### src/rtl/iowin_pkg.sv
`timescale 1ns/1ps
package iowin_pkg;
  typedef enum logic [1:0] {
    FWD_OFF   = 2'd0,
    FWD_PASS  = 2'd1,
    FWD_RSVD  = 2'd2,
    FWD_BCAST = 2'd3
  } fwd_mode_t;
endpackage

### src/rtl/iowin_regfile.sv
`timescale 1ns/1ps
module iowin_regfile
  import iowin_pkg::*;
#(
  parameter int NUM_WIN = 2,
  parameter int BOUND_W = 16,
  parameter int SEL_W   = 3
) (
  input  logic                              clk,
  input  logic                              rst_n,
  input  logic                              wr_en,
  input  logic [SEL_W-1:0]                  wr_sel,
  input  logic [BOUND_W-1:0]                wr_data,
  output fwd_mode_t                         eff_mode,
  output logic [NUM_WIN-1:0][BOUND_W-1:0]   eff_low,
  output logic [NUM_WIN-1:0][BOUND_W-1:0]   eff_high
);
  localparam logic [SEL_W-1:0] CTL_SEL = '0;

  fwd_mode_t mode_q;
  logic      ctl_hit;
  logic      unused_ctl_bits;

  assign ctl_hit         = wr_en && (wr_sel == CTL_SEL);
  assign unused_ctl_bits = ^wr_data[BOUND_W-1:2];

  always_ff @(posedge clk) begin
    if (!rst_n)       mode_q <= FWD_OFF;
    else if (ctl_hit) mode_q <= fwd_mode_t'(wr_data[1:0]);
  end

  // same-cycle write bypass so the accepted transaction sees new contents
  assign eff_mode = ctl_hit ? fwd_mode_t'(wr_data[1:0]) : mode_q;

  for (genvar w = 0; w < NUM_WIN; w++) begin : g_win
    localparam logic [SEL_W-1:0] LO_SEL = SEL_W'(2 * w + 1);
    localparam logic [SEL_W-1:0] HI_SEL = SEL_W'(2 * w + 2);
    logic [BOUND_W-1:0] low_q, high_q;
    logic lo_hit, hi_hit;

    assign lo_hit = wr_en && (wr_sel == LO_SEL);
    assign hi_hit = wr_en && (wr_sel == HI_SEL);

    always_ff @(posedge clk) begin
      if (!rst_n) begin
        low_q  <= '0;
        high_q <= '0;
      end else begin
        if (lo_hit) low_q  <= wr_data;
        if (hi_hit) high_q <= wr_data;
      end
    end

    assign eff_low[w]  = lo_hit ? wr_data : low_q;
    assign eff_high[w] = hi_hit ? wr_data : high_q;
  end
endmodule

### src/rtl/iowin_window_cmp.sv
`timescale 1ns/1ps
module iowin_window_cmp #(
  parameter int PREFIX_W = 8,
  parameter int SEG_W    = 4,
  parameter int RANGE_W  = 12,
  localparam int CMP_W   = PREFIX_W + SEG_W + RANGE_W,
  localparam int BOUND_W = SEG_W + RANGE_W
) (
  input  logic [CMP_W-1:0]   addr_hi,
  input  logic [BOUND_W-1:0] low_bound,
  input  logic [BOUND_W-1:0] high_bound,
  output logic               match
);
  logic               prefix_ok, seg_ok, above_low, below_high;
  logic [RANGE_W-1:0] range_fld;
  logic               unused_high_seg;

  assign prefix_ok       = &addr_hi[CMP_W-1 -: PREFIX_W];
  assign seg_ok          = addr_hi[BOUND_W-1 -: SEG_W] == low_bound[BOUND_W-1 -: SEG_W];
  assign range_fld       = addr_hi[RANGE_W-1:0];
  assign above_low       = range_fld >= low_bound[RANGE_W-1:0];
  assign below_high      = range_fld <  high_bound[RANGE_W-1:0];
  assign unused_high_seg = ^high_bound[BOUND_W-1 -: SEG_W];

  assign match = prefix_ok && seg_ok && above_low && below_high;
endmodule

### src/rtl/iowin_route.sv
`timescale 1ns/1ps
module iowin_route
  import iowin_pkg::*;
#(
  parameter int NUM_WIN   = 2,
  parameter int DN_AW     = 32,
  parameter int LEAD_W    = 4,
  parameter int PEEK_ONES = 14,
  localparam int MID_W    = DN_AW - LEAD_W - 2,
  localparam int PORT_W   = (NUM_WIN > 1) ? $clog2(NUM_WIN) : 1
) (
  input  logic [NUM_WIN-1:0] match,
  input  fwd_mode_t          mode,
  input  logic               wr_short,
  input  logic [MID_W-1:0]   addr_mid,
  output logic               hit,
  output logic [PORT_W-1:0]  port,
  output logic [DN_AW-1:0]   dn_addr
);
  localparam logic [DN_AW-1:0] PEEK_MASK = {{PEEK_ONES{1'b1}}, {(DN_AW-PEEK_ONES){1'b0}}};

  logic              any_match, allow;
  logic [PORT_W-1:0] pick;
  logic [DN_AW-1:0]  base_addr;

  always_comb begin
    pick = '0;
    for (int w = NUM_WIN - 1; w >= 0; w--) begin
      if (match[w]) pick = PORT_W'(w);
    end
  end

  assign any_match = |match;
  assign allow     = (mode == FWD_PASS) || ((mode == FWD_BCAST) && wr_short);
  assign base_addr = {{LEAD_W{1'b1}}, addr_mid, 2'b00};

  always_comb begin
    hit     = any_match && allow;
    port    = '0;
    dn_addr = '0;
    if (hit) begin
      port    = pick;
      dn_addr = (mode == FWD_BCAST) ? (base_addr | PEEK_MASK) : base_addr;
    end
  end
endmodule

### src/rtl/ioa_window_decoder.sv
`timescale 1ns/1ps
module ioa_window_decoder
  import iowin_pkg::*;
#(
  parameter int UP_AW     = 40,
  parameter int DN_AW     = 32,
  parameter int NUM_WIN   = 2,
  parameter int PREFIX_W  = 8,
  parameter int SEG_W     = 4,
  parameter int RANGE_W   = 12,
  parameter int PEEK_ONES = 14,
  localparam int BOUND_W  = SEG_W + RANGE_W,
  localparam int SEL_W    = $clog2(2 * NUM_WIN + 1),
  localparam int PORT_W   = (NUM_WIN > 1) ? $clog2(NUM_WIN) : 1
) (
  input  logic               clk,
  input  logic               rst_n,
  input  logic               cfg_wr_en,
  input  logic [SEL_W-1:0]   cfg_wr_sel,
  input  logic [BOUND_W-1:0] cfg_wr_data,
  input  logic               txn_valid,
  output logic               txn_ready,
  input  logic [UP_AW-1:0]   txn_addr,
  input  logic               txn_wr_short,
  output logic               fwd_valid,
  input  logic               fwd_ready,
  output logic               fwd_hit,
  output logic [PORT_W-1:0]  fwd_port,
  output logic [DN_AW-1:0]   fwd_addr
);
  localparam int CMP_W   = PREFIX_W + SEG_W + RANGE_W;
  localparam int CMP_LSB = UP_AW - CMP_W;
  localparam int SEG_LSB = UP_AW - PREFIX_W - SEG_W;
  localparam int MID_W   = DN_AW - SEG_W - 2;
  localparam int MID_LSB = SEG_LSB - MID_W;

  fwd_mode_t                       eff_mode;
  logic [NUM_WIN-1:0][BOUND_W-1:0] eff_low, eff_high;
  logic [NUM_WIN-1:0]              win_match;
  logic                            nxt_hit, accept;
  logic [PORT_W-1:0]               nxt_port;
  logic [DN_AW-1:0]                nxt_addr;
  logic                            unused_addr_lo;

  assign unused_addr_lo = ^txn_addr[MID_LSB-1:0];

  iowin_regfile #(
    .NUM_WIN (NUM_WIN),
    .BOUND_W (BOUND_W),
    .SEL_W   (SEL_W)
  ) u_regs (
    .clk      (clk),
    .rst_n    (rst_n),
    .wr_en    (cfg_wr_en),
    .wr_sel   (cfg_wr_sel),
    .wr_data  (cfg_wr_data),
    .eff_mode (eff_mode),
    .eff_low  (eff_low),
    .eff_high (eff_high)
  );

  for (genvar w = 0; w < NUM_WIN; w++) begin : g_cmp
    iowin_window_cmp #(
      .PREFIX_W (PREFIX_W),
      .SEG_W    (SEG_W),
      .RANGE_W  (RANGE_W)
    ) u_cmp (
      .addr_hi    (txn_addr[UP_AW-1:CMP_LSB]),
      .low_bound  (eff_low[w]),
      .high_bound (eff_high[w]),
      .match      (win_match[w])
    );
  end

  iowin_route #(
    .NUM_WIN   (NUM_WIN),
    .DN_AW     (DN_AW),
    .LEAD_W    (SEG_W),
    .PEEK_ONES (PEEK_ONES)
  ) u_route (
    .match    (win_match),
    .mode     (eff_mode),
    .wr_short (txn_wr_short),
    .addr_mid (txn_addr[SEG_LSB-1:MID_LSB]),
    .hit      (nxt_hit),
    .port     (nxt_port),
    .dn_addr  (nxt_addr)
  );

  assign txn_ready = !fwd_valid || fwd_ready;
  assign accept    = txn_valid && txn_ready;

  always_ff @(posedge clk) begin
    if (!rst_n) begin
      fwd_valid <= 1'b0;
      fwd_hit   <= 1'b0;
      fwd_port  <= '0;
      fwd_addr  <= '0;
    end else if (txn_ready) begin
      fwd_valid <= txn_valid;
      if (accept) begin
        fwd_hit  <= nxt_hit;
        fwd_port <= nxt_port;
        fwd_addr <= nxt_addr;
      end
    end
  end
endmodule

### config.mk
export PLATFORM = sky130hd
export DESIGN_NAME = ioa_window_decoder
export DESIGN_NICKNAME = d
export VERILOG_FILES = /design/src/rtl/iowin_pkg.sv /design/src/rtl/iowin_regfile.sv /design/src/rtl/iowin_window_cmp.sv /design/src/rtl/iowin_route.sv /design/src/rtl/ioa_window_decoder.sv
export SDC_FILE = /design/constraint.sdc
export NUM_CORES = 1
export LEC_CHECK = 0
export ABC_AREA = 1
export BUFFER_PORTS_ARGS = -buffer_cell sky130_fd_sc_hd__buf_2
export CORE_AREA = 2 2 96 98
export DETAILED_ROUTE_END_ITERATION = 10
export DIE_AREA = 0 0 98 100
export MAX_ROUTING_LAYER = met4
export PLACE_DENSITY_LB_ADDON = 0.2
export SYNTH_ARGS = -nofsm -noshare
export SYNTH_HDL_FRONTEND = slang
export SYNTH_SLANG_ARGS = --single-unit
### constraint.sdc
create_clock -name clk -period 3.1 [get_ports clk]
set_input_delay 0.62 -clock clk [delete_from_list [all_inputs] [get_ports clk]]
set_output_delay 0.62 -clock clk [all_outputs]
set_load 0.005 [all_outputs]
After elaboration in Yosys (flattened, before gate mapping)
Cells that the tools add are included.
{"block": "classes", "order_cmp": 4, "n_eq_ne": 8, "n_mux": 10, "reduce_logical": 21}
{"cell": "16-bit two-way mux", "count": 2}
{"cell": "32-bit two-way mux", "count": 1}
{"cell": "28-bit two-way mux", "count": 1}
{"cell": "12-bit >= comparator", "count": 2}
{"cell": "12-bit less-than comparator", "count": 2}
{"cell": "12-bit two-way mux", "count": 2}
{"cell": "1-bit logical AND", "count": 14}
{"cell": "4-bit == test", "count": 2}
{"cell": "8-bit AND reduction", "count": 1}
{"cell": "3-bit by 2-bit == test with 1-bit output (second input constant)", "count": 2}
{"cell": "3-bit by 1-bit == test with 1-bit output (second input constant)", "count": 1}
{"cell": "3-bit == test (second input constant)", "count": 1}
{"cell": "3-bit zero test", "count": 1}
{"cell": "1-bit two-way mux", "count": 3}
{"cell": "2-bit by 1-bit == test with 1-bit output (second input constant)", "count": 1}
{"cell": "2-bit == test (second input constant)", "count": 1}
{"cell": "1-bit logical OR", "count": 2}
{"cell": "2-bit two-way mux", "count": 1}
{"cell": "2-bit AND reduction", "count": 1}
{"cell": "2-bit OR reduction", "count": 1}
{"cell": "1-bit zero test", "count": 1}
{"block": "totals", "regBits": 93, "output_inout_bits": 36, "elab_cells": 52}

Logic depth before layout (Yosys ltp)
Gate-level depths: netlist of the first run.
{"block": "depth", "depth_word": 10, "mapped_depth": 21}

By module
A second synthesis of the first run with hierarchy kept.
{"block": "unflattened", "hier_cells": 1067, "hier_area_um2": 6592.6}
{"mod": "iowin_regfile", "instances": 1, "cells_per_inst": 519, "area_each_um2": 3174.3, "seq_area_each_um2": 1321.3}
{"mod": "ioa_window_decoder", "instances": 1, "cells_per_inst": 228, "area_each_um2": 1610.3, "seq_area_each_um2": 700.7}
{"mod": "iowin_window_cmp", "instances": 2, "cells_per_inst": 124, "area_each_um2": 739.5, "seq_area_each_um2": 0.0}
{"mod": "iowin_route", "instances": 1, "cells_per_inst": 72, "area_each_um2": 329.1, "seq_area_each_um2": 0.0}

Worst setup path before layout of the first run
OpenSTA, ideal clock, no wires.
{"block": "synth_timing", "path_kind": "in2reg", "startpoint": "input cfg_wr_en", "endpoint": "register fwd_addr[16]", "setup_ns": 0.070, "arrival_time_ns": 2.849, "required_ns": 3.030, "setup_slack_ns": 0.180, "path_stages": 17, "path_buffers": 2, "cell_sequence": "inv_2 nor2_4 nand2_1 buf_1 mux2i_1 ha_1 a21o_1 nor2_1 nand2_1 nor2_1 nand3_1 nor2_1 nand2_1 nand2_4 buf_8 nand3_1 a21oi_1"}
{"block": "synth_via", "elab_chain_len": 9, "elab_cells_between_ends": 29}
{"item": "start: declaration", "line_no": "ioa_window_decoder.sv:18", "source": "input logic cfg_wr_en,"}
{"item": "parallel branches: the longest is 7 deep, another holds 12-bit >= comparator"}
{"item": "1-bit logical AND (*)", "line_no": "iowin_route.sv:38", "source": "hit = any_match && allow;"}
{"item": "32-bit two-way mux (*)", "line_no": "iowin_route.sv:41", "source": "if (hit) begin"}
{"item": "end signal: assignment", "line_no": "ioa_window_decoder.sv:104", "source": "fwd_addr <= nxt_addr;"}
{"item": "end: declaration", "line_no": "ioa_window_decoder.sv:29", "source": "output logic [DN_AW-1:0] fwd_addr"}
Every way passes the cells marked *.
A chain may end at the register's enable or synchronous reset.

Worst setup path in the final report of the first run
{"block": "layout_timing", "startpoint": "input cfg_wr_sel[0]", "endpoint": "register fwd_addr[27]"}
{"block": "layout_via", "elab_chain_len": 10, "elab_cells_between_ends": 35}
{"item": "start: declaration", "line_no": "ioa_window_decoder.sv:19", "source": "input logic [SEL_W-1:0] cfg_wr_sel,"}
{"item": "parallel branches: the longest is 9 deep, another holds 12-bit >= comparator"}
{"item": "32-bit two-way mux (*)", "line_no": "iowin_route.sv:41"}
Marked as above.

==> results.ini, run 1 <==
[cts]
postCtsHoldBufs = 0
htreeDepth = 3
cts_buffers = 9
cts_buffer_depth = 2
clk_latency_ps = 360
cts_tree = yes
root_buffer = clkbuf_8
clk_pin_slew_ps = 100
cts.sink_count = 87

[die]
start_util_pct = 53.3
dieArea_sq_mm = 0.00980
core_area_sq_mm = 0.00889
die_x_um = 98
rows = 35
io_pins = 101
die_h_um = 100

[synthesis]
async_reset_ff_share_pct = 0
yosysWarningCount = 0
post_synth_instance_area_sq_mm = 0.00473
synth_seq_area_share_pct = 36.8
synth_edf_count = 0
synthCells = 622
synth_commonest_cells = nand2_1, dfxtp_1, nor2_1
synth_cell_types = 29
synth_area_leader_cell = dfxtp_1
yosysMostFrequentCell = nand2_1
ys_seq_elements = 87
synth_area_leaders = dfxtp_1, ha_1, nand2_1
synth.top_cell.area_share_pct = 36.8
synth_area_per_cell_sq_um = 7.61
synthFlopType = dfxtp_1

[timing]
slew_viol_final = 0
finalClockSkew_ps = 11.9
tightest_slew_ps = 526
final_hold_viol_count = 0
max_freq_ghz = 0.349
fin_crit_sh_pct = 92.4
setup_viol = 0
rsz0062_at_grt = false
hold_slack_ps = 464
period_minus_slack_ps = 2860
slew_headroom_pct = 64.9

[setup_path]
crit_fanout = 7
required_ps = 3400
end_kind = flip-flop
path_class = in2reg
cp-start-kind = input port
cp.arrival_ps = 3160

[run_status]
status = completed

[drt]
drtAntennaViolNets = 0
wire_per_inst_um = 13.3
drtIter0Drc = 145
viasPerCell = 5.12
drc = 0
vias = 4320
drt-pass1-iter-count = 4
drt-total-wl_um = 11300

[place]
finalWeightedCongestion = 0.823
dp_hpwl_um = 8550
port_buffers = 96

[global_routing]
met2_usage_pct = 39.7
grt_pass1_vias = 4162
grt_overflow = 0
grt_pass1_wl_um = 18900
grt.total_usage_pct = 24.4
antenna_found_initial = 0
grtUsageMet3_pct = 4.32
grt_max_degree = 33
grt_busiest_layer = met2
grt_util_met1_pct = 31.5

[cells_and_area]
insertedDiodeCount = 0
synthToLayoutAreaGrowth_pct = 18.3
layout.nets = 839
drive_gt1_share_pct = 22.0

[pwr]
power.total_mw = 2.22
p_leak_nw = 2.86
peakVddDrop_mv = 0.240
cellPowerDensity_mw_per_mm2 = 396

[hold_path]
min_path_type = in2reg

[flow_run]
cap_violations = 0

[cell type report]
class	instances	area (sq um)
inverters	53	199
clock buffers	10	128
flip-flops and latches	87	1740
well taps	111	139
multi-input cells	454	2630
repair buffers	123	708
clock inverters	6	53.8
fillers	817	3290
[critical path, stage by stage]
cell     delay, ps
buf_2          120
inv_1           70
nand2_1         60
nor2_1         210
buf_4          240
mux2i_1        260
ha_1           280
nand2_1         80
inv_1           50
nand2_1         70
nand2_1         50
nand2_1        110
nand2_1         60
nor2_1          90
nand3_1         90
nor2_2         140
nand2_2         80
nand2_4         80
buf_4          140
nand3_1         80
a21oi_1        160
[routing by layer]
layer | vias up | part of all wire (%)
met5 | - | 0
met4 | 0 | 1.5
met3 | 13 | 3.6
met2 | 68 | 47
met1 | 2003 | 47
li1 | 2236 | -
[sequential cells by signal, summed over array words and instances (netlist names)]
| signal | cells |
|---|---|
| fwd_addr | 27 |
| fwd_port | 1 |
| fwd_valid | 1 |
| u_regs.g_win.high_q | 24 |
| u_regs.g_win.low_q | 32 |
| u_regs.mode_q | 2 |
[what timing repair did]
action                                  4_1_cts  5_1_grt
endpoints found under the setup margin        0        3
resized for setup                             0        1
buffers inserted                              0        0
[cell families after synthesis]
logic type / synth area share (%)
adder cells (fa/ha/maj): 12.2
multiplexers: 8.46
other: 0.0792
buffers and inverters: 7.80
AND/OR/NAND/NOR: 27.1
flip-flops: 36.8
AO/OA/AOI/OAI: 7.61
[path summary, 6_finish.rpt]
| check | startpoint | to | slack [ps] | cells after the start |
|---|---|---|---|---|
| setup / recovery | cfg_wr_sel[0] | fwd_addr[27] | 240 | 21 |
| hold / removal | rst_n | fwd_addr[30] | 460 | 3 |
| setup reg to reg | u_regs.g_win[1].high_q[6] | fwd_addr[27] | 980 | 16 |
| hold reg to reg | fwd_addr[25] | fwd_addr[25] | 470 | 2 |
[placed cells by master, fill, tap and decap left out, drive strengths merged]
cell type	instances
a21o	1
a21oi	57
and2	1
buf	123
clkbuf	10
clkinv	3
clkinvlp	1
conb	2
dfxtp	87
ha	46
inv	55
mux2i	40
nand2	143
nand3	61
nand4	3
nor2	83
nor3	3
o21a	2
o21ai	9
o21bai	1
or2	2
[through the flow]
stage	setup TNS (ps)	instance area [sq um]	util [%]	std cells	setup WS [ps]
floorplan	0	4740	-	623	180
global placement	-680	5420	60.9	828	-36.9
detailed placement	-2510	5420	60.9	828	-120
CTS	0	5600	63.0	844	258
global route	0	5600	63.0	844	12.5
finish	0	5600	63.0	844	236
[where the power goes]
group / switching, mW / internal, mW
registers: 0.00530 / 1.13
logic: 0.199 / 0.134
clock network: 0.441 / 0.304
total: 0.645 / 1.57
No activity file was read; power rests on OpenSTA's default activity.
==> inputs of run 2 (changes only) <==
- ABC_AREA: 1 -> not set
- CORE_AREA: 2 2 96 98 -> 2 2 95 97
- DIE_AREA: 0 0 98 100 -> 0 0 97 99
==> run 2 against run 1 <==
  * Final cell count is 14% lower
  * Cell area is 3.3% higher
  * Register-to-register slack worse by 340 ps
  * Worst setup slack worse by 110 ps
==> results.ini, run 2 <==
[synthesis]
ys_seq_elements = 87  ; unchanged
synth_seq_area_share_pct = 38.2  ; +1.4 points
synthFlopType = dfxtp_1
synth_area_per_cell_sq_um = 9.55  ; +26%
yosysWarningCount = 0  ; unchanged
synth_cell_types = 53  ; +83%
synthCells = 477  ; -23%
async_reset_ff_share_pct = 0  ; unchanged
synth_area_leaders = dfxtp_1, ha_1, mux2i_1
post_synth_instance_area_sq_mm = 0.00456  ; -3.8%
synth_area_leader_cell = dfxtp_1
yosysMostFrequentCell = dfxtp_1
synth.top_cell.area_share_pct = 38.2  ; +1.4 points
synth_commonest_cells = dfxtp_1, nor2b_1, mux2i_1
synth_edf_count = 0  ; unchanged

[cts]
clk_pin_slew_ps = 90  ; about the same
cts.sink_count = 87  ; unchanged
clk_latency_ps = 350  ; about the same
htreeDepth = 3  ; unchanged
cts_buffers = 9  ; unchanged
root_buffer = clkbuf_8
cts_tree = yes
cts_buffer_depth = 2  ; unchanged
postCtsHoldBufs = 0  ; unchanged

[pwr]
peakVddDrop_mv = 0.236  ; -2.0%
comb_power_share_pct = 15.1  ; about the same
switching_power_uw = 610  ; -5.4%
p_clk_share_pct = 35.0  ; +1.4 points
seq_power_share_pct = 49.9  ; -1.5 points
intPower_mw = 1.67  ; +6.4%
cellPowerDensity_mw_per_mm2 = 395  ; -0.36%
swShare_pct = 26.7  ; -2.4 points
p_leak_nw = 2.51  ; -12%

[cells_and_area]
reg.largest.list = u_regs.g_win.low_q x32, fwd_addr x27, u_regs.g_win.high_q x24
insertedDiodeCount = 0  ; unchanged
top_register = u_regs.g_win.low_q
fillers = 705  ; -14%
fin_cells = 725  ; -14%
drive_gt1_share_pct = 31.9  ; +10 points
synthToLayoutAreaGrowth_pct = 27.0
final-seq-area_sq_mm = 0.00174  ; unchanged
multiInputGateArea_sq_mm = 0.00275  ; +4.5%
layout_common_cells = buf_2, dfxtp_1, nor2b_1, nand2_1, buf_4
layout.nets = 723  ; -14%
largest_reg_flops = 32  ; unchanged
final_common_cell = buf_2

[drt]
drt-total-wl_um = 10500  ; -6.6%
drt-pass1-iter-count = 4  ; unchanged
wire_per_inst_um = 14.5  ; +8.7%
drtIter0Drc = 145  ; unchanged
drc = 0  ; unchanged
viasPerCell = 5.25  ; +2.6%
drtAntennaViolNets = 0  ; unchanged
vias = 3807  ; -12%

[timing]
max_freq_ghz = 0.337  ; -3.6%
period_minus_slack_ps = 2970  ; +108 ps
slew_viol_final = 0  ; unchanged
fin_crit_sh_pct = 95.9  ; +3.5 points
tightest_slew_ps = 838  ; +312 ps
hold_slack_ps = 444  ; -20.1 ps
fin_setup_tns_ps = 0  ; unchanged
rsz0062_at_grt = true
setup_viol = 0  ; unchanged
finalClockSkew_ps = 8.23  ; -3.63 ps
worst_slack_ps = 128  ; -108 ps
slew_headroom_pct = 44.1  ; -21 points
final_hold_viol_count = 0  ; unchanged

[global_routing]
grt_overflow = 0  ; unchanged
grt_max_degree = 88  ; +170%
grt_pass1_wl_um = 17300  ; -8.7%
grt.total_usage_pct = 22.7  ; -1.7 points
antenna_found_initial = 0  ; unchanged
grt_pass1_vias = 3710  ; -11%

[setup_path]
r2r_cells = 10  ; -6
cp_top_family = simple AND/OR/NAND/NOR gates
cp-start-kind = input port
required_ps = 3390  ; about the same
r2r_slack_ps = 640  ; -340 ps
regToRegStartpoint = u_regs.g_win[1].low_q[0]
cpMaxStageDelayCell = and4bb_4
path_buf_inv = 4  ; -1
path_class = in2reg
r2r-end = fwd_addr[19]
slowest_delay_ps = 370  ; +90 ps
crit_fanout = 27  ; +20
crit_chain = buf_2 > buf_4 > and4bb_4 > buf_12 > mux2i_4 > ha_1 > a21oi_1 > o21ai_0 > or3_1 > nor4_2 > nand4_1 > o31a_1 > buf_12 > o21ai_1
path_common_cell = buf_12
cp.arrival_ps = 3260  ; +100 ps
end_kind = flip-flop

[die]
dieArea_sq_mm = 0.00960  ; -2.0%
core_area_sq_mm = 0.00855  ; -3.8%
start_util_pct = 53.3  ; about the same
io_pins = 101  ; unchanged
die_h_um = 99  ; -1.0%
die_x_um = 97  ; -1.0%
rows = 34  ; -2.9%

[hold_path]
min_path_cells = 2  ; -1
min_path_type = reg2reg
whs_endpoint = fwd_addr[17]
hp-start = fwd_addr[17]

[run_status]
status = completed

[place]
dp_slack_ps = -393  ; -273 ps
dp_hpwl_um = 7740  ; -9.5%
finalWeightedCongestion = 0.813  ; -1.2%
place_inst = 702  ; -15%
port_buffers = 96  ; unchanged

[flow_run]
cap_violations = 0  ; unchanged

-- run 2: stage by stage --
step,power (mW),utilization (%),cell area (sq um)
6_report,2.28,67.7,5790
5_1_grt,2.39,67.7,5790
4_1_cts,2.29,66.2,5660
3_5_place_dp,1.49,63.7,5450
3_3_place_gp,1.48,63.7,5450
2_1_floorplan,1.35,-,4620
-- run 2: logic make-up after synthesis --
group	synth area share (%)
compound gates	13.0
mux	12.8
flops	38.2
simple gates	18.8
other cells	0.0823
fa+ha+maj	12.6
buf+inv	3.82
xor+xnor	0.577
-- run 2: worst reg2reg max path, delay by kind of cell (launching register included) --
family / cells / cell delay (ps)
fa+ha+maj: 1 / 210
simple gates: 2 / 240
buf+inv: 1 / 200
mux: 1 / 270
compound gates: 5 / 1120
flops: 1 / 310
-- run 2: what timing repair did --
| action | in CTS | in global routing |
|---|---|---|
| resized for setup | 0 | 18 |
| gates cloned | 0 | 1 |
| pin swaps | 0 | 3 |
| setup buffers | 2 | 4 |
| endpoints found under the setup margin | 23 | 27 |
-- run 2: power groups by stage --
| stage | sequential [mW] | clock (mW) | combinational [mW] |
|---|---|---|---|
| floorplan | 1.16 | 0 | 0.187 |
| global placement | 1.16 | 0 | 0.319 |
| detailed placement | 1.17 | 0 | 0.330 |
| CTS | 1.14 | 0.818 | 0.334 |
| global route | 1.14 | 0.862 | 0.387 |
| finish | 1.14 | 0.799 | 0.345 |
-- run 2: area by class of cell --
class | instances | share of cell area (%)
multi-input combinational | 357 | 47.5
clock buffer | 9 | 2.14
inverter | 8 | 0.519
tap | 108 | 2.34
timing repair buffer | 149 | 16.1
clock inverter | 7 | 1.25
sequential | 87 | 30.1
-- run 2: worst max path at each step --
stage / startpoint / endpoint / depth (start not counted)
3_5_place_dp: cfg_wr_sel[2] / fwd_addr[2] / 12
6_report: cfg_wr_sel[1] / fwd_addr[22] / 14
2_1_floorplan: cfg_wr_sel[2] / fwd_addr[10] / 12
3_3_place_gp: cfg_wr_sel[2] / fwd_addr[20] / 12
4_1_cts: cfg_wr_sel[2] / fwd_addr[19] / 12
5_1_grt: cfg_wr_sel[1] / fwd_addr[26] / 14
-- run 2: per-layer routing --
layer | up-vias | GRT usage, % | part of all wire [%]
met5 | - | - | 0
met3 | 15 | 3.05 | 5.9
li1 | 1943 | - | -
met4 | 0 | 6.50 | 1.6
met2 | 112 | 38.8 | 48
met1 | 1737 | 28.1 | 44
==> inputs of run 3 (changes only) <==
- CORE_AREA: 2 2 95 97 -> 2 2 100 102
- DIE_AREA: 0 0 97 99 -> 0 0 102 104
- clock period: 3.1 -> 2.7 ns (I/O delays scaled with it)
==> run 3 against run 2 <==
  * The flow now finishes with violations (negative setup slack)
  * Power up 19%
  * Clock-buffer cell count unchanged
  * Clock power up 18%
  * Utilization down 1.9 points
  * First-iteration DRC count down 17%
  * Worst setup slack worse by 390 ps
  * Critical path type unchanged
  * Critical endpoint is now fwd_addr[20]
==> results.ini, run 3 (synthesis gave the netlist of run 2 again) <==
[run_status]
status = finished, violations left
failed_checks = negative setup slack

[global_routing]
grt_overflow = 0  ; unchanged
grt_pass1_vias = 3772  ; +1.7%
antenna_found_initial = 0  ; unchanged
grt_pass1_wl_um = 18200  ; +5.0%
grt.total_usage_pct = 22.3  ; -0.32 points
grt_max_degree = 74  ; -16%

[timing]
tightest_slew_ps = 703  ; -136 ps
final_hold_viol_count = 0  ; unchanged
rsz0062_at_grt = true
worst_slack_ps = -262  ; -390 ps
setup_viol = 28  ; +28
max_freq_ghz = 0.338
fin_crit_sh_pct = 110
finalClockSkew_ps = 15.2  ; +6.98 ps
slew_headroom_pct = 52.9  ; +8.7 points
slew_viol_final = 0  ; unchanged
period_minus_slack_ps = 2960
fin_setup_tns_ps = -4770  ; -4770 ps

[setup_path]
crit_chain = buf_8 > and4bb_4 > buf_12 > mux2i_4 > ha_4 > a21oi_2 > o21ai_1 > or3_1 > nor4_1 > nand4_1 > o31a_1 > buf_6 > clkbuf_16 > o21ai_2
cp.arrival_ps = 3260  ; about the same
cpMaxStageDelayCell = and4bb_4
required_ps = 3000  ; -390 ps
path_buf_inv = 4  ; unchanged
r2r-end = fwd_addr[20]
r2r_slack_ps = 200  ; -440 ps
cp-start-kind = input port
cp_top_family = simple AND/OR/NAND/NOR gates
slowest_delay_ps = 360  ; about the same
regToRegStartpoint = u_regs.g_win[1].low_q[1]
end_kind = flip-flop
r2r_cells = 10  ; unchanged
path_class = in2reg
crit_fanout = 7  ; -74%

[place]
dp_hpwl_um = 8140  ; +5.1%
place_inst = 740  ; +5.4%
finalWeightedCongestion = 0.851  ; +4.7%
port_buffers = 96  ; unchanged

[drt]
drtAntennaViolNets = 0  ; unchanged
drc = 0  ; unchanged
vias = 3989  ; +4.8%
drtIter0Drc = 121  ; -17%
drt-total-wl_um = 11600  ; +10%
viasPerCell = 5.19  ; -1.2%
wire_per_inst_um = 15.1  ; +3.9%
drt-pass1-iter-count = 4  ; unchanged

[pwr]
intPower_mw = 1.97  ; +18%
switching_power_uw = 746  ; +22%
p_leak_nw = 2.66  ; +6.0%
swShare_pct = 27.5  ; +0.78 points
seq_power_share_pct = 48.3  ; -1.6 points
peakVddDrop_mv = 0.318  ; +35%
p_clk_share_pct = 34.7  ; -0.3 points
cellPowerDensity_mw_per_mm2 = 432  ; +9.5%
comb_power_share_pct = 17.0  ; +1.9 points

[cells_and_area]
synthToLayoutAreaGrowth_pct = 37.7
reg.largest.list = u_regs.g_win.low_q x32, fwd_addr x27, u_regs.g_win.high_q x24
insertedDiodeCount = 0  ; unchanged
final_common_cell = buf_2
fillers = 793  ; +12%
drive_gt1_share_pct = 38.8  ; +6.9 points
fin_cells = 769  ; +6.1%
largest_reg_flops = 32  ; unchanged
layout_common_cells = buf_2, dfxtp_1, buf_4, nor2b_1, nand2_1
top_register = u_regs.g_win.low_q
layout.nets = 742  ; +2.6%

[die]
die_h_um = 104  ; +5.1%
start_util_pct = 47.7  ; -5.6 points
die_x_um = 102  ; +5.2%
io_pins = 101  ; unchanged
rows = 36  ; +5.9%
dieArea_sq_mm = 0.0106  ; +10%
core_area_sq_mm = 0.00955  ; +12%

[cts]
clk_pin_slew_ps = 100  ; about the same
cts.sink_count = 87  ; unchanged
cts_buffer_depth = 2  ; unchanged
cts_buffers = 9  ; unchanged
clk_latency_ps = 360  ; about the same
cts_tree = yes
htreeDepth = 3  ; unchanged
root_buffer = clkbuf_8

[hold_path]
hp-start = txn_addr[9]
min_path_cells = 3  ; +1
whs_endpoint = fwd_addr[9]
min_path_type = in2reg

[flow_run]
cap_violations = 0  ; unchanged

==> run 3: cell count changes in the layout (fill, tap and decap cells not counted), sizes merged <==
cell | before | now
buf | 148 | 167
inv | 9 | 11
clkinv | 3 | 1
==> run 3: worst max-delay path by stage <==
stage                        startpoint           end  cells past startpoint
after CTS                 cfg_wr_sel[1]   fwd_addr[5]                     15
after global placement    cfg_wr_sel[2]   fwd_addr[3]                     13
final                     cfg_wr_sel[0]  fwd_addr[20]                     14
after global routing      cfg_wr_sel[0]  fwd_addr[20]                     14
after detailed placement  cfg_wr_sel[2]   fwd_addr[3]                     13
after floorplan           cfg_wr_sel[2]  fwd_addr[10]                     12
==> run 3: what timing repair did <==
| action | 4_1_cts | 5_1_grt |
|---|---|---|
| hold buffers | 0 | 0 |
| pin swaps | 8 | 27 |
| resized for setup | 39 | 39 |
| setup buffers | 8 | 3 |
| setup endpoints to repair | 28 | 28 |
| gates cloned | 3 | 1 |
==> run 3: cell type report <==
cell class                      count  area, sq um  share of cell area [%]
Tap cell                          133          166                    2.65
Multi-Input combinational cell    357         3000                    47.8
Sequential cell                    87         1740                    27.8
Clock buffer                        9          124                    1.97
Timing Repair Buffer              168         1140                    18.1
Inverter                            8         30.0                   0.478
Clock inverter                      7         76.3                    1.22
==> run 3: per-stage QoR <==
step / hold slack, ps / area (sq um) / setup slack [ps] / util, % / total power [mW]
2_1_floorplan: 442 / 4620 / -332 / - / 1.55
3_3_place_gp: 428 / 5590 / -639 / 58.5 / 1.72
3_5_place_dp: 435 / 5590 / -779 / 58.5 / 1.73
4_1_cts: 400 / 6090 / -115 / 63.8 / 2.70
5_1_grt: 416 / 6280 / -316 / 65.7 / 2.84
6_report: 418 / 6280 / -262 / 65.7 / 2.71
==> run 3: worst register-to-register path: stages, from the launching register on <==
cell and delay (ps):
dfxtp_1 320, mux2i_2 260, ha_1 320, a2111oi_4 340, a2111oi_1 90, o41a_1 350
nand4_1 110, o31a_1 250, buf_6 150, clkbuf_16 150, o21ai_2 60
==> run 3: per-layer routing <==
layer | vias to the layer above | track usage, % | wire, um
met5 | - | - | 0
met4 | 0 | 6.95 | 239
met3 | 17 | 3.76 | 521
met2 | 105 | 35.6 | 5590
met1 | 1872 | 29.0 | 5240
li1 | 1995 | - | -
==> run 3: power by group through the flow <==
stage	Sequential [mW]	Combinational [mW]	Clock [mW]
after floorplan	1.34	0.215	0
after global placement	1.34	0.385	0
after detailed placement	1.34	0.397	0
after CTS	1.31	0.437	0.958
after global routing	1.31	0.507	1.02
final	1.31	0.461	0.941
